==> src/rtl/ipi_core_pkg.sv <==
package ipi_core_pkg;
    localparam int unsigned DATA_W = 32;

    typedef enum logic [2:0] {
        SEL_PEND,
        SEL_MASK,
        SEL_SET,
        SEL_CLR,
        SEL_MBOX,
        SEL_NONE
    } ipi_sel_e;

    typedef enum logic {
        IRQ_LOW,
        IRQ_HIGH
    } irq_state_e;
endpackage

==> src/rtl/ipi_addr_decode.sv <==
module ipi_addr_decode
    import ipi_core_pkg::*;
#(
    parameter int unsigned MBOX_N    = 8,
    parameter logic [7:0]  MBOX_BASE = 8'h20,
    localparam int unsigned IDX_W    = (MBOX_N > 1) ? $clog2(MBOX_N) : 1
) (
    input  logic [7:0]       offset,
    output ipi_sel_e         sel,
    output logic [IDX_W-1:0] mbox_idx
);
    localparam int unsigned MBOX_END = int'(MBOX_BASE) + 4 * MBOX_N;

    logic [7:0] rel;

    always_comb begin
        rel      = offset - MBOX_BASE;
        mbox_idx = rel[IDX_W+1:2];
        if (offset == 8'h00)
            sel = SEL_PEND;
        else if (offset == 8'h04)
            sel = SEL_MASK;
        else if (offset == 8'h08)
            sel = SEL_SET;
        else if (offset == 8'h0C)
            sel = SEL_CLR;
        else if (int'(offset) >= int'(MBOX_BASE) && int'(offset) < MBOX_END)
            sel = SEL_MBOX;
        else
            sel = SEL_NONE;
    end
endmodule

==> src/rtl/ipi_mbox_bank.sv <==
module ipi_mbox_bank
    import ipi_core_pkg::*;
#(
    parameter int unsigned MBOX_N = 8,
    localparam int unsigned IDX_W = (MBOX_N > 1) ? $clog2(MBOX_N) : 1
) (
    input  logic              clk,
    input  logic              rst_n,
    input  logic              we,
    input  logic [IDX_W-1:0]  idx,
    input  logic [DATA_W-1:0] wdata,
    output logic [DATA_W-1:0] rword
);
    logic [DATA_W-1:0] words [MBOX_N];

    for (genvar g = 0; g < MBOX_N; g++) begin : g_word
        always_ff @(posedge clk) begin
            if (!rst_n)
                words[g] <= '0;
            else if (we && idx == IDX_W'(g))
                words[g] <= wdata;
        end
    end

    assign rword = words[idx];


    mbox_store_chk: assert property (@(posedge clk) disable iff (!rst_n)
        we |=> words[$past(idx)] == $past(wdata));
endmodule

==> src/rtl/ipi_irq_fsm.sv <==
module ipi_irq_fsm
    import ipi_core_pkg::*;
(
    input  logic              clk,
    input  logic              rst_n,
    input  logic              set_wr,
    input  logic              clr_wr,
    input  logic              mask_wr,
    input  logic [DATA_W-1:0] pend_nxt,
    input  logic [DATA_W-1:0] mask,
    output logic              irq
);
    irq_state_e state, state_nxt;

    always_ff @(posedge clk) begin
        if (!rst_n)
            state <= IRQ_LOW;
        else
            state <= state_nxt;
    end

    always_comb begin
        state_nxt = state;
        unique case (state)
            IRQ_LOW:
                if (set_wr && pend_nxt != '0 && (pend_nxt & mask) != '0)
                    state_nxt = IRQ_HIGH;
            IRQ_HIGH:
                if (clr_wr && pend_nxt == '0 && mask != '0)
                    state_nxt = IRQ_LOW;
            default: state_nxt = IRQ_LOW;
        endcase
    end

    always_comb irq = (state == IRQ_HIGH);


    irq_rise_src_chk: assert property (@(posedge clk) disable iff (!rst_n)
        $rose(irq) |-> $past(set_wr));

    irq_fall_src_chk: assert property (@(posedge clk) disable iff (!rst_n)
        $fell(irq) |-> $past(clr_wr));

    irq_quiet_chk: assert property (@(posedge clk) disable iff (!rst_n)
        (!set_wr && !clr_wr) |=> $stable(irq));

    mask_no_irq_chk: assert property (@(posedge clk) disable iff (!rst_n)
        mask_wr |=> $stable(irq));
endmodule

==> src/rtl/ipi_core_regs.sv <==
module ipi_core_regs
    import ipi_core_pkg::*;
#(
    parameter int unsigned ADDR_W    = 12,
    parameter int unsigned MBOX_N    = 8,
    parameter logic [7:0]  MBOX_BASE = 8'h20
) (
    input  logic              clk,
    input  logic              rst_n,
    input  logic              wr_en,
    input  logic              rd_en,
    input  logic [ADDR_W-1:0] addr,
    input  logic [31:0]       wdata,
    output logic [31:0]       rdata,
    output logic              irq,
    output logic              err_pulse
);
    localparam int unsigned IDX_W = (MBOX_N > 1) ? $clog2(MBOX_N) : 1;

    ipi_sel_e          sel;
    logic [IDX_W-1:0]  mbox_idx;
    logic [DATA_W-1:0] pend, pend_nxt, mask, mbox_word;
    logic              set_wr, clr_wr, mask_wr, bad_acc;
    logic              unused_hi;

    assign unused_hi = ^addr[ADDR_W-1:8];

    ipi_addr_decode #(.MBOX_N(MBOX_N), .MBOX_BASE(MBOX_BASE)) u_dec (
        .offset  (addr[7:0]),
        .sel     (sel),
        .mbox_idx(mbox_idx)
    );

    assign set_wr  = wr_en && sel == SEL_SET;
    assign clr_wr  = wr_en && sel == SEL_CLR;
    assign mask_wr = wr_en && sel == SEL_MASK;
    assign bad_acc = (wr_en && (sel == SEL_NONE || sel == SEL_PEND))
                   || (rd_en && sel == SEL_NONE);

    always_comb begin
        pend_nxt = pend;
        if (set_wr)
            pend_nxt = pend | wdata;
        else if (clr_wr)
            pend_nxt = pend & ~wdata;
    end

    always_ff @(posedge clk) begin
        if (!rst_n) begin
            pend      <= '0;
            mask      <= '0;
            err_pulse <= 1'b0;
        end else begin
            pend      <= pend_nxt;
            err_pulse <= bad_acc;
            if (mask_wr)
                mask <= wdata;
        end
    end

    ipi_mbox_bank #(.MBOX_N(MBOX_N)) u_mbox (
        .clk  (clk),
        .rst_n(rst_n),
        .we   (wr_en && sel == SEL_MBOX),
        .idx  (mbox_idx),
        .wdata(wdata),
        .rword(mbox_word)
    );

    ipi_irq_fsm u_fsm (
        .clk     (clk),
        .rst_n   (rst_n),
        .set_wr  (set_wr),
        .clr_wr  (clr_wr),
        .mask_wr (mask_wr),
        .pend_nxt(pend_nxt),
        .mask    (mask),
        .irq     (irq)
    );

    always_comb begin
        unique case (sel)
            SEL_PEND: rdata = pend;
            SEL_MASK: rdata = mask;
            SEL_MBOX: rdata = mbox_word;
            default:  rdata = '0;
        endcase
    end


    pend_ro_chk: assert property (@(posedge clk) disable iff (!rst_n)
        (wr_en && sel == SEL_PEND) |=> $stable(pend));

    set_accum_chk: assert property (@(posedge clk) disable iff (!rst_n)
        set_wr |=> (pend & $past(wdata)) == $past(wdata));

    bad_flag_chk: assert property (@(posedge clk) disable iff (!rst_n)
        ((wr_en || rd_en) && sel == SEL_NONE) |=> err_pulse);
endmodule

==> config.mk <==
export PLATFORM = sky130hd
export DESIGN_NAME = ipi_core_regs
export DESIGN_NICKNAME = d
export VERILOG_FILES = /design/src/rtl/ipi_core_pkg.sv /design/src/rtl/ipi_addr_decode.sv /design/src/rtl/ipi_mbox_bank.sv /design/src/rtl/ipi_irq_fsm.sv /design/src/rtl/ipi_core_regs.sv
export SDC_FILE = /design/constraint.sdc
export NUM_CORES = 1
export LEC_CHECK = 0
export BUFFER_PORTS_ARGS = -buffer_cell sky130_fd_sc_hd__buf_2
export CORE_ASPECT_RATIO = 0.5
export CORE_UTILIZATION = 55
export DETAILED_ROUTE_END_ITERATION = 6
export GPL_TIMING_DRIVEN = 0
export PLACE_DENSITY = 0.73
export RECOVER_POWER = 100
export SYNTH_ARGS = -nofsm -noshare
export SYNTH_HDL_FRONTEND = slang
export SYNTH_HIERARCHICAL = 1
export SYNTH_SLANG_ARGS = --single-unit
==> constraint.sdc <==
create_clock -name clk -period 6.59 [get_ports clk]
set_input_delay 0.659 -clock clk [delete_from_list [all_inputs] [get_ports clk]]
set_output_delay 0.659 -clock clk [all_outputs]
set_load 0.005 [all_outputs]
==> metrics.md <==
| Metric | Value |
|---|---|
| CTS max path bufs | `3` |
| Reg-to-reg startpoint | `mask[6]` |
| PwrDens | `245 nW/um^2` |
| Worst Hold Path EP | `u_fsm/irq` |
| Hold slack final | `0.387 ns` |
| Rows | `43` |
| Die width | `244 microns` |
| Synthesized area | `16100 sq um` |
| Post-synthesis sequential area ratio | `55.8%` |
| Hold depth | `3` |
| 1st-iter DRT viols | `1638` |
| Switch Pwr | `1.08 mW` |
| Total CTS buffers | `29` |
| Max Slew Vio Count | `114` |
| DP HPWL | `36300 microns` |
| Worst slew pin tran | `2.23 ns` |
| Unrepaired setup endpoints after global routing | `false` |
| Final worst slack | `1.29 ns` |
| Tmin final | `5.30 ns` |
| DIE AREA | `30100 sq um` |
| Final GP Congestion | `0.956` |
| Share of cells above drive strength 1 | `13.7%` |
| Average wire per standard cell | `28.0 microns` |
| Hold Vio Cnt, Final | `0` |
| Met3 wire len | `7480 microns` |
| Uppermost layer routed | `met5` |
| Switch share | `24.6%` |
| Fin nets | `1492` |
| Critical Path End Type | `output pin` |
| Reg2Reg Capture Point | `u_fsm/irq` |
| Core region area | `28200 sq um` |
| Worst setup path category | `in -> out` |
| Synthesized flop and latch total | `322` |
| Buffer type at the clock tree root | `clkbuf_16` |
| Vias/cell | `6.40` |
| Synth-to-Final Area Change | `10.9%` |
| Clock skew | `0.00968 ns` |
| Largest net degree at the start of global routing | `25` |
| Post-CTS Resized | `0` |
| Via Count | `11800` |
| CTS Hold Bufs | `0` |
| Setup violators final | `0` |
| Crit path required time | `5.93 ns` |
| CTS sink cnt | `322` |
| Synthesized instance count | `1328` |
| Crit path launch type | `input port` |
| Unique cell type count in the Yosys netlist | `49` |
| Worst min-delay path startpoint | `rst_n` |
| Seq pwr share | `52.5%` |
| First drt pass iteration count | `7` |
| Setup TNS | `0 ns` |
| Max-cap violations | `7` |
| Max VDD drop | `0.215 mV` |
| Met2 WL | `22000 microns` |
| Initial core utilization | `57.1%` |
| Yosys Warn Count | `6` |
| Fmax | `0.189 GHz` |
| Post-synth EDFFs | `256` |
| DRT Wirelength | `51800 microns` |
| FFs w/ async S/R, synth | `0%` |
| Worst-path clk slew | `0.07 ns` |
| Port Buffers | `77` |
| R2r worst-path depth | `5` |
| Gate power share | `9.3%` |
| Die height | `123 microns` |
| Slew HR | `-49.4%` |
| First-pass GRT wire length | `74900 microns` |
| DP Worst Slack | `2.37 ns` |
| Antenna viol nets, final | `0` |
| Clock Latency Late Sink | `0.59 ns` |
| Synth Net Count | `1376` |
| Leak | `6.64 nW` |
| Worst-path fanout max | `10` |
| Global-route usage over all layers | `35.0%` |
| Period utilization | `80.5%` |
| DRC | `0` |
| Gr ovfl total | `0` |
| Failing checks | `max-capacitance violations, max-slew violations` |
| Ports | `82` |
| Vias in the first global route | `11400` |
| CTS tree | `yes` |
| CTS H-Tree Depth | `1` |
| Wire length on met1 | `20900 microns` |
| Crit path DAT | `4.64 ns` |
| # Post-CTS Setup Buffers | `0` |
| Antenna violations before repair | `2` |
| Syn Area/Cell | `12.2 sq um` |
| Tightest Hold Check Type | `in -> reg` |
| Clock power share | `38.2%` |
| Status | `finished, violations left` |
| Flop-to-flop setup slack | `4.79 ns` |
| Dominant synthesized flop cell | `edfxtp_1` |
| Internal power | `3.30 mW` |
[sequential cells by signal, indices dropped and copies added, names as in the netlist]
| register | flops |
|---|---|
| u_fsm/irq | 1 |
| err_pulse | 1 |
| u_mbox/words | 256 |
| pend | 32 |
| mask | 32 |
[power groups by stage]
stage / clock [mW] / combinational, mW / sequential [mW]
2_1_floorplan: 0 / 0.204 / 2.34
3_3_place_gp: 0 / 0.374 / 2.35
3_5_place_dp: 0 / 0.403 / 2.34
4_1_cts: 1.68 / 0.403 / 2.30
5_1_grt: 1.77 / 0.422 / 2.31
6_report: 1.67 / 0.407 / 2.30
[cells by family after synthesis]
kind of cell | count (synthesis) | share of synthesized area (%)
and+or+nand+nor | 462 | 16.9
AOI/OAI and AO/OA | 147 | 7.02
muxes | 223 | 14.8
DFF | 322 | 55.8
buffers and inverters | 174 | 5.40
[worst max path at each step]
stage / startpoint / end / slack [ns] / depth (start not counted)
4_1_cts: addr[2] / rdata[11] / 2.40 / 10
5_1_grt: addr[2] / rdata[5] / 1.17 / 10
3_5_place_dp: addr[4] / u_mbox/words[2][19] / 2.37 / 10
3_3_place_gp: addr[4] / u_mbox/words[4][8] / -1.09 / 9
2_1_floorplan: addr[4] / u_mbox/words[0][0] / 1.85 / 8
6_report: addr[2] / rdata[15] / 1.29 / 10
[placed cells by master (no fill, tap or decap), drive strengths merged, types with 4 or more instances in the layout]
master	Yosys	routed
nor2	22	22
or2	4	4
a22oi	8	8
a22o	4	4
mux4	8	8
nand4	6	6
nor4	15	15
o22ai	33	33
mux2i	164	164
buf	60	95
dfxtp	66	66
o21ai	10	10
o32ai	35	35
clkbuf	47	131
and2	256	256
a221oi	20	20
edfxtp	256	256
a211oi	14	14
nand4b	32	32
inv	67	68
mux2	51	51
clkinv	0	15
o2bb2ai	20	20
nand2	100	100
nand2b	8	8
[critical path, cell delays in order]
cell      delay, ns
clkbuf_1       0.24
clkbuf_4       0.20
clkbuf_1       0.68
clkbuf_1       0.56
clkbuf_1       0.69
clkbuf_1       0.66
a211oi_1       0.39
mux2i_1        0.25
o32ai_1        0.14
buf_2          0.17
[per-layer routing]
metal  track usage (%)  up-vias
li1                  -     5076
met1              47.1     5866
met2              52.8      773
met3              13.1      114
met4              10.8        2
met5                 0        -
[layout make-up]
type / count / area [sq um]
Fill cell: 2228 / 10300
Timing Repair Buffer: 85 / 498
Sequential cell: 322 / 9010
Tap cell: 382 / 478
Clock inverter: 18 / 149
Multi-Input combinational cell: 832 / 6260
Buffer: 107 / 495
Inverter: 67 / 251
Clock buffer: 34 / 754
Antenna cell: 3 / 7.51
[Yosys cell counts, drive strengths merged, types with 10 or more instances]
cell type / n / area (sq um)
and2: 256 / 1600
edfxtp: 256 / 7690
mux2i: 164 / 1640
nand2: 100 / 375
inv: 67 / 251
dfxtp: 66 / 1320
buf: 60 / 420
mux2: 51 / 574
clkbuf: 47 / 199
o32ai: 35 / 307
o22ai: 33 / 206
nand4b: 32 / 280
nor2: 22 / 92.6
a221oi: 20 / 175
o2bb2ai: 20 / 175
nor4: 15 / 100
a211oi: 14 / 105
o21ai: 10 / 50.1
[per-stage QoR]
step	area (sq um)	power, mW	instances	util [%]
global route	17900	4.50	1847	63.3
floorplan	16100	2.54	1328	-
CTS	18200	4.38	1847	64.4
detailed placement	17300	2.75	1795	61.2
finish	17900	4.38	1850	63.4
global placement	17000	2.72	1787	60.2
Note: power is estimated with default switching activity, not from simulation.
